**src/rtl/ldw_pkg.sv**
```systemverilog
package ldw_pkg;
  localparam int unsigned DEF_PC_W      = 32;
  localparam int unsigned DEF_IDX_W     = 10;
  localparam int unsigned DEF_ALIGN_W   = 2;
  localparam int unsigned DEF_CLR_CYCLE = 16384;
endpackage

```
**src/rtl/ldw_index.sv**
```systemverilog
module ldw_index #(
  parameter int unsigned PC_W    = ldw_pkg::DEF_PC_W,
  parameter int unsigned IDX_W   = ldw_pkg::DEF_IDX_W,
  parameter int unsigned ALIGN_W = ldw_pkg::DEF_ALIGN_W
) (
  input  logic [PC_W-1:0]  pc_i,
  output logic [IDX_W-1:0] idx_o
);
  localparam int unsigned HI = ALIGN_W + IDX_W;

  assign idx_o = pc_i[HI-1:ALIGN_W];

  // bits outside the index window deliberately play no part
  logic unused_pc_bits;
  assign unused_pc_bits = ^{pc_i[PC_W-1:HI], pc_i[ALIGN_W-1:0]};
endmodule

```
**src/rtl/ldw_clear_timer.sv**
```systemverilog
module ldw_clear_timer #(
  parameter int unsigned PERIOD = ldw_pkg::DEF_CLR_CYCLE
) (
  input  logic clk,
  input  logic rst,
  output logic clr_o
);
  localparam int unsigned CNT_W = (PERIOD > 2) ? $clog2(PERIOD) : 1;
  localparam logic [CNT_W-1:0] LAST = CNT_W'(PERIOD - 1);

  logic [CNT_W-1:0] cnt_q;

  always_ff @(posedge clk) begin
    if (rst)                cnt_q <= '0;
    else if (cnt_q == LAST) cnt_q <= '0;
    else                    cnt_q <= cnt_q + 1'b1;
  end

  assign clr_o = (cnt_q == LAST);


  cnt_in_range_chk: assert property (@(posedge clk) disable iff (rst)
    cnt_q <= LAST);


  clr_single_pulse_chk: assert property (@(posedge clk) disable iff (rst)
    clr_o |=> !clr_o);
endmodule

```
**src/rtl/ldw_table.sv**
```systemverilog
module ldw_table #(
  parameter int unsigned IDX_W = ldw_pkg::DEF_IDX_W
) (
  input  logic             clk,
  input  logic             rst,
  input  logic             wipe_i,
  input  logic             set_vld_i,
  input  logic [IDX_W-1:0] set_idx_i,
  input  logic             rd_en_i,
  input  logic [IDX_W-1:0] rd_idx_i,
  output logic             rd_vld_o,
  output logic             rd_bit_o
);
  localparam int unsigned DEPTH = 1 << IDX_W;

  logic [DEPTH-1:0] bits_q;

  always_ff @(posedge clk) begin
    if (rst || wipe_i)   bits_q <= '0;
    else if (set_vld_i)  bits_q[set_idx_i] <= 1'b1;
  end

  always_ff @(posedge clk) begin
    if (rst) begin
      rd_vld_o <= 1'b0;
      rd_bit_o <= 1'b0;
    end else begin
      rd_vld_o <= rd_en_i;
      rd_bit_o <= rd_en_i & bits_q[rd_idx_i];
    end
  end


  set_lands_chk: assert property (@(posedge clk) disable iff (rst)
    (set_vld_i && !wipe_i) |=> bits_q[$past(set_idx_i)]);


  read_old_value_chk: assert property (@(posedge clk) disable iff (rst)
    rd_en_i |=> (rd_vld_o && (rd_bit_o == $past(bits_q[rd_idx_i]))));


  wipe_empties_chk: assert property (@(posedge clk) disable iff (rst)
    wipe_i |=> (bits_q == '0));
endmodule

```
**src/rtl/ldw_issue_gate.sv**
```systemverilog
module ldw_issue_gate (
  input  logic wait_i,
  input  logic st_pend_i,
  output logic ok_o
);
  assign ok_o = ~(wait_i & st_pend_i);


  always_comb begin
    flagged_hold_chk: assert (!(wait_i && st_pend_i && ok_o));
  end
endmodule

```
**src/rtl/ldw_predictor.sv**
```systemverilog
module ldw_predictor #(
  parameter int unsigned PC_W         = ldw_pkg::DEF_PC_W,
  parameter int unsigned IDX_W        = ldw_pkg::DEF_IDX_W,
  parameter int unsigned ALIGN_W      = ldw_pkg::DEF_ALIGN_W,
  parameter int unsigned CLEAR_PERIOD = ldw_pkg::DEF_CLR_CYCLE
) (
  input  logic            clk,
  input  logic            rst,
  input  logic            fetch_vld,
  input  logic [PC_W-1:0] fetch_pc,
  input  logic            viol_vld,
  input  logic [PC_W-1:0] viol_pc,
  output logic            fetch_wait_vld,
  output logic            fetch_wait,
  input  logic            iq_wait,
  input  logic            older_st_pend,
  output logic            issue_ok
);
  logic [IDX_W-1:0] rd_idx;
  logic [IDX_W-1:0] set_idx;
  logic             wipe;

  ldw_index #(.PC_W(PC_W), .IDX_W(IDX_W), .ALIGN_W(ALIGN_W)) u_rd_idx (
    .pc_i (fetch_pc),
    .idx_o(rd_idx)
  );

  ldw_index #(.PC_W(PC_W), .IDX_W(IDX_W), .ALIGN_W(ALIGN_W)) u_set_idx (
    .pc_i (viol_pc),
    .idx_o(set_idx)
  );

  ldw_clear_timer #(.PERIOD(CLEAR_PERIOD)) u_timer (
    .clk  (clk),
    .rst  (rst),
    .clr_o(wipe)
  );

  ldw_table #(.IDX_W(IDX_W)) u_table (
    .clk      (clk),
    .rst      (rst),
    .wipe_i   (wipe),
    .set_vld_i(viol_vld),
    .set_idx_i(set_idx),
    .rd_en_i  (fetch_vld),
    .rd_idx_i (rd_idx),
    .rd_vld_o (fetch_wait_vld),
    .rd_bit_o (fetch_wait)
  );

  ldw_issue_gate u_gate (
    .wait_i   (iq_wait),
    .st_pend_i(older_st_pend),
    .ok_o     (issue_ok)
  );


  no_req_no_result_chk: assert property (@(posedge clk) disable iff (rst)
    !fetch_vld |=> (!fetch_wait_vld && !fetch_wait));
endmodule

```
**config.mk**
```make
export PLATFORM = sky130hd
export DESIGN_NAME = ldw_predictor
export DESIGN_NICKNAME = d
export VERILOG_FILES = /design/src/rtl/ldw_pkg.sv /design/src/rtl/ldw_index.sv /design/src/rtl/ldw_clear_timer.sv /design/src/rtl/ldw_table.sv /design/src/rtl/ldw_issue_gate.sv /design/src/rtl/ldw_predictor.sv
export SDC_FILE = /design/constraint.sdc
export NUM_CORES = 2
export LEC_CHECK = 0
export ABC_AREA = 1
export BUFFER_PORTS_ARGS = -buffer_cell sky130_fd_sc_hd__buf_2
export CAP_MARGIN = 20
export CORE_UTILIZATION = 30
export DETAILED_ROUTE_END_ITERATION = 12
export SLEW_MARGIN = 20
export SYNTH_ARGS = -nofsm -noshare
export SYNTH_HDL_FRONTEND = slang
export SYNTH_SLANG_ARGS = --single-unit
export TNS_END_PERCENT = 10
```
**constraint.sdc**
```tcl
create_clock -name clk -period 2.5 [get_ports clk]
set_input_delay 0.25 -clock clk [delete_from_list [all_inputs] [get_ports clk]]
set_output_delay 0.25 -clock clk [all_outputs]
set_load 0.01 [all_outputs]
```
==> impl_metrics.prom <==
# TYPE chip_impl_metric gauge
chip_impl_metric{name="required",unit="ns"} 3.17
chip_impl_metric{name="initial_utilization",unit="%"} 30.2
chip_impl_metric{name="crit_arrival",unit="ns"} 3.02
chip_impl_info{name="yosys_most_used_dff",value="sky130_fd_sc_hd__dfxtp_1"} 1
chip_impl_metric{name="layout.nets",unit=""} 6380
chip_impl_metric{name="detailedRoute.firstIterationViolations",unit=""} 4437
chip_impl_metric{name="ir_drop",unit="mV"} 0.516
chip_impl_info{name="r2r-start",value="u_table.bits_q[591]"} 1
chip_impl_metric{name="share_of_power_burned_in_combinational_logic",unit="%"} 6.7
chip_impl_metric{name="cell_row_count",unit=""} 140
chip_impl_metric{name="hold_violations",unit=""} 0
chip_impl_metric{name="final_core_utilization",unit="%"} 35.2
chip_impl_metric{name="first_drt_pass_iteration_count",unit=""} 5
chip_impl_metric{name="globalRouteTotalUtil",unit="%"} 19.4
chip_impl_metric{name="post_route_setup_tns",unit="ns"} 0
chip_impl_metric{name="power_switching_share",unit="%"} 24.3
chip_impl_metric{name="drt_via_density",unit=""} 5.04
chip_impl_metric{name="maxCapViolations",unit=""} 0
chip_impl_info{name="most-common-layout-cells",value="1102 x sky130_fd_sc_hd__nand2_1, 1097 x sky130_fd_sc_hd__nor2_1, 1039 x sky130_fd_sc_hd__dfxtp_1"} 1
chip_impl_info{name="critical_path.cell_chain",value="nand2_1, nand3_1, nand3_1, nand3_1, nand3_1, nand3_1, nand2_1, nand2_1, nand3_1, nand3_1, nand3_1, dlygate4sd3_1, a21oi_1"} 1
chip_impl_metric{name="period_minus_slack",unit="ns"} 2.35
chip_impl_metric{name="insertion_delay",unit="ns"} 0.74
chip_impl_metric{name="grt_pass1_vias",unit=""} 38107
chip_impl_info{name="timing.critical_path.to_type",value="flop"} 1
chip_impl_metric{name="synth-async-reset-ratio",unit="%"} 0
chip_impl_metric{name="clock_power_share",unit="%"} 47.4
chip_impl_info{name="tritoncts_clock_tree",value="yes"} 1
chip_impl_metric{name="ys_seq_elements",unit=""} 1040
chip_impl_info{name="worst-setup-path-type",value="reg -> reg"} 1
chip_impl_metric{name="cells_after_synth",unit=""} 6411
chip_impl_info{name="crit_slowest_cell",value="sky130_fd_sc_hd__dlygate4sd3_1"} 1
chip_impl_metric{name="synth_warnings",unit=""} 0
chip_impl_info{name="timing.hold.worst.start",value="viol_pc[2]"} 1
chip_impl_info{name="timing.critical_path.from",value="u_table.bits_q[591]"} 1
chip_impl_metric{name="setup-violations-final",unit=""} 0
chip_impl_metric{name="global_route_wire_length_before_repair",unit="um"} 227000
chip_impl_metric{name="antenna_left",unit=""} 0
chip_impl_metric{name="cellLeakagePower",unit="nW"} 22.2
chip_impl_metric{name="area_share_of_the_largest_cell_type_after_synthesis",unit="%"} 47.3
chip_impl_metric{name="num_io_pins",unit=""} 73
chip_impl_metric{name="fmax",unit="MHz"} 425
chip_impl_metric{name="final.setup_skew",unit="ns"} 0.0349
chip_impl_info{name="grt_setup_unrepaired",value="yes"} 1
chip_impl_metric{name="pwr_density",unit="nW/um2"} 706
chip_impl_info{name="leading_cell_type_in_the_layout_fill_and_taps_excluded",value="sky130_fd_sc_hd__nand2_1"} 1
chip_impl_info{name="cp_common_cell",value="sky130_fd_sc_hd__nand3_1"} 1
chip_impl_metric{name="internal_power",unit="mW"} 27.4
chip_impl_metric{name="globalRouteOverflowTotal",unit=""} 0
chip_impl_metric{name="hpwl",unit="um"} 88400
chip_impl_metric{name="fin_hold_ws",unit="ns"} 0.0762
chip_impl_metric{name="syn_area",unit="um2"} 44000
chip_impl_metric{name="core_area",unit="um2"} 146000
chip_impl_metric{name="clk_path_buf_depth",unit=""} 3
chip_impl_metric{name="place.gp.congestion",unit=""} 0.864
chip_impl_metric{name="hold-path-cell-count",unit=""} 6
chip_impl_metric{name="die_h",unit="um"} 385
chip_impl_info{name="clock_tree.root_cell",value="sky130_fd_sc_hd__clkbuf_16"} 1
chip_impl_metric{name="seq_area_frac_synth",unit="%"} 47.3
chip_impl_metric{name="relSlewSlack",unit="%"} 40.7
chip_impl_metric{name="crit_path_max_fanout",unit=""} 2
chip_impl_metric{name="final-max-slew-violation-count",unit=""} 0
chip_impl_metric{name="fp.dieW",unit="um"} 385
chip_impl_metric{name="cts.sinks",unit=""} 1040
chip_impl_info{name="outcome",value="finished, final reports clean"} 1
chip_impl_metric{name="port_buffers",unit=""} 28
chip_impl_metric{name="number_of_antenna_violations_at_the_first_check_in_global_routing",unit=""} 10
chip_impl_metric{name="cts_max_level",unit=""} 3
chip_impl_metric{name="sequentialPowerShare",unit="%"} 45.9
chip_impl_info{name="worst_setup_path_start_kind",value="flop"} 1
chip_impl_metric{name="synthesis.nets",unit=""} 6482
chip_impl_metric{name="detailroute.via_count",unit=""} 41949
chip_impl_metric{name="worst-r2r-cell-count",unit=""} 13
chip_impl_metric{name="worst_setup_hold_path_clk_slew",unit="ns"} 0.07
chip_impl_info{name="min_path_type",value="in -> reg"} 1
chip_impl_info{name="synth.largest_area_cell",value="sky130_fd_sc_hd__dfxtp_1"} 1
chip_impl_metric{name="number_of_drc_violations_after_detailed_routing",unit=""} 0
chip_impl_metric{name="area.growth.synth_to_final",unit="%"} 16.3
chip_impl_metric{name="power",unit="mW"} 36.2
chip_impl_metric{name="wire_per_inst",unit="um"} 17.8
chip_impl_metric{name="total_switching_power",unit="mW"} 8.77
chip_impl_metric{name="pin_count_of_the_biggest_net_entering_global_routing",unit=""} 87
chip_impl_metric{name="synth_enable_flop_cells",unit=""} 0
chip_impl_metric{name="avgSynthCellArea",unit="um2"} 6.86
chip_impl_metric{name="synth.distinct_cells",unit=""} 29
chip_impl_metric{name="design.die.area",unit="um2"} 148000
chip_impl_metric{name="number_of_buffers_created_by_cts",unit=""} 106
chip_impl_metric{name="layout-drive-gt1-share",unit="%"} 7.66
chip_impl_info{name="synth.area.top_cells",value="sky130_fd_sc_hd__dfxtp_1 47%, sky130_fd_sc_hd__nand3_1 11%, sky130_fd_sc_hd__nor2_1 9.4%"} 1
chip_impl_metric{name="final.period_utilization",unit="%"} 94.1
chip_impl_metric{name="tightestPinTransition",unit="ns"} 0.889
chip_impl_metric{name="detail_route.wirelength",unit="um"} 148000
chip_impl_metric{name="critPathMaxStageDelay",unit="ns"} 0.56
## synthesized netlist by cell type, types with 2 or more instances
| master | count |
|---|---|
| sky130_fd_sc_hd__nor3b_1 | 3 |
| sky130_fd_sc_hd__dfxtp_1 | 1040 |
| sky130_fd_sc_hd__nand3_1 | 1010 |
| sky130_fd_sc_hd__nor2_1 | 1105 |
| sky130_fd_sc_hd__inv_1 | 582 |
| sky130_fd_sc_hd__clkinv_1 | 4 |
| sky130_fd_sc_hd__o21ai_1 | 308 |
| sky130_fd_sc_hd__a21oi_1 | 516 |
| sky130_fd_sc_hd__o21ai_0 | 205 |
| sky130_fd_sc_hd__nand2_1 | 1102 |
| sky130_fd_sc_hd__buf_4 | 19 |
| sky130_fd_sc_hd__clkbuf_1 | 201 |
| sky130_fd_sc_hd__nor2_2 | 3 |
| sky130_fd_sc_hd__buf_2 | 225 |
| sky130_fd_sc_hd__nor4_1 | 2 |
| sky130_fd_sc_hd__inv_2 | 17 |
| sky130_fd_sc_hd__xnor2_1 | 2 |
| sky130_fd_sc_hd__buf_1 | 39 |
| sky130_fd_sc_hd__xor2_1 | 2 |
| sky130_fd_sc_hd__nor3_1 | 17 |
## critical path, delay by kind of cell (launching register included)
kind,cells,cell delay [ns]
flops,1,0.33
buf+inv,1,0.56
compound gates,1,0.14
simple gates,11,1.26
## cell type report
class	instances	area (um2)
Clock inverter	37	581
Multi-Input combinational cell	4283	18800
Timing Repair Buffer	275	3050
Fill cell	15164	94400
Antenna cell	4	10.0
Inverter	603	2290
Sequential cell	1040	20800
Tap cell	1917	2400
Clock buffer	159	3190
## metal layers
| metal | global-route usage [%] | share of wire, % | up-vias |
|---|---|---|---|
| met5 | 0 | 0.049 | - |
| met4 | 6.32 | 2.9 | 12 |
| met3 | 3.48 | 8.5 | 279 |
| met2 | 31.0 | 45 | 1575 |
| met1 | 26.4 | 44 | 19833 |
| li1 | - | - | 20250 |
## stage by stage
step	setup WS, ns	cell area (um2)	cells
floorplan	0.549	44000	6411
global placement	0.0383	47200	8108
detailed placement	0.0654	47200	8108
CTS	0.0811	51100	8311
global route	-0.00266	51200	8315
finish	0.149	51200	8318
## logic make-up after synthesis
logic type      count (synthesis)  synth area share (%)
compound gates               1032                  11.8
xor+xnor                        4                0.0796
fa+ha+maj                       1                0.0284
buf+inv                      1088                  10.1
flops                        1040                  47.3
simple gates                 3246                  30.7
## power groups by stage
stage	registers, mW	clock network [mW]	logic, mW
2_1_floorplan	17.0	0	1.34
3_3_place_gp	17.0	0	2.35
3_5_place_dp	17.0	0	2.35
4_1_cts	16.6	17.4	2.37
5_1_grt	16.6	18.1	2.56
6_report	16.6	17.1	2.42
## worst paths after layout
path,slack (ns),to
worst max-delay path,0.15,u_table.rd_bit_o
worst min-delay path,0.08,u_table.bits_q[1002]
worst max register to register,0.15,u_table.rd_bit_o
worst min register to register,0.42,u_timer.cnt_q[0]
## flip-flops by register name, summed over array words and instances (netlist names)
| register | count |
|---|---|
| u_table.rd_bit_o | 1 |
| u_table.rd_vld_o | 1 |
| u_timer.cnt_q | 14 |
| u_table.bits_q | 1024 |
## what timing repair did
item,4_1_cts,5_1_grt
hold endpoints to repair,3,0
setup buffers,0,2
hold buffers,7,0
gates resized for setup,0,9
setup endpoints to repair,0,258
Note: power is estimated with default switching activity, not from simulation.
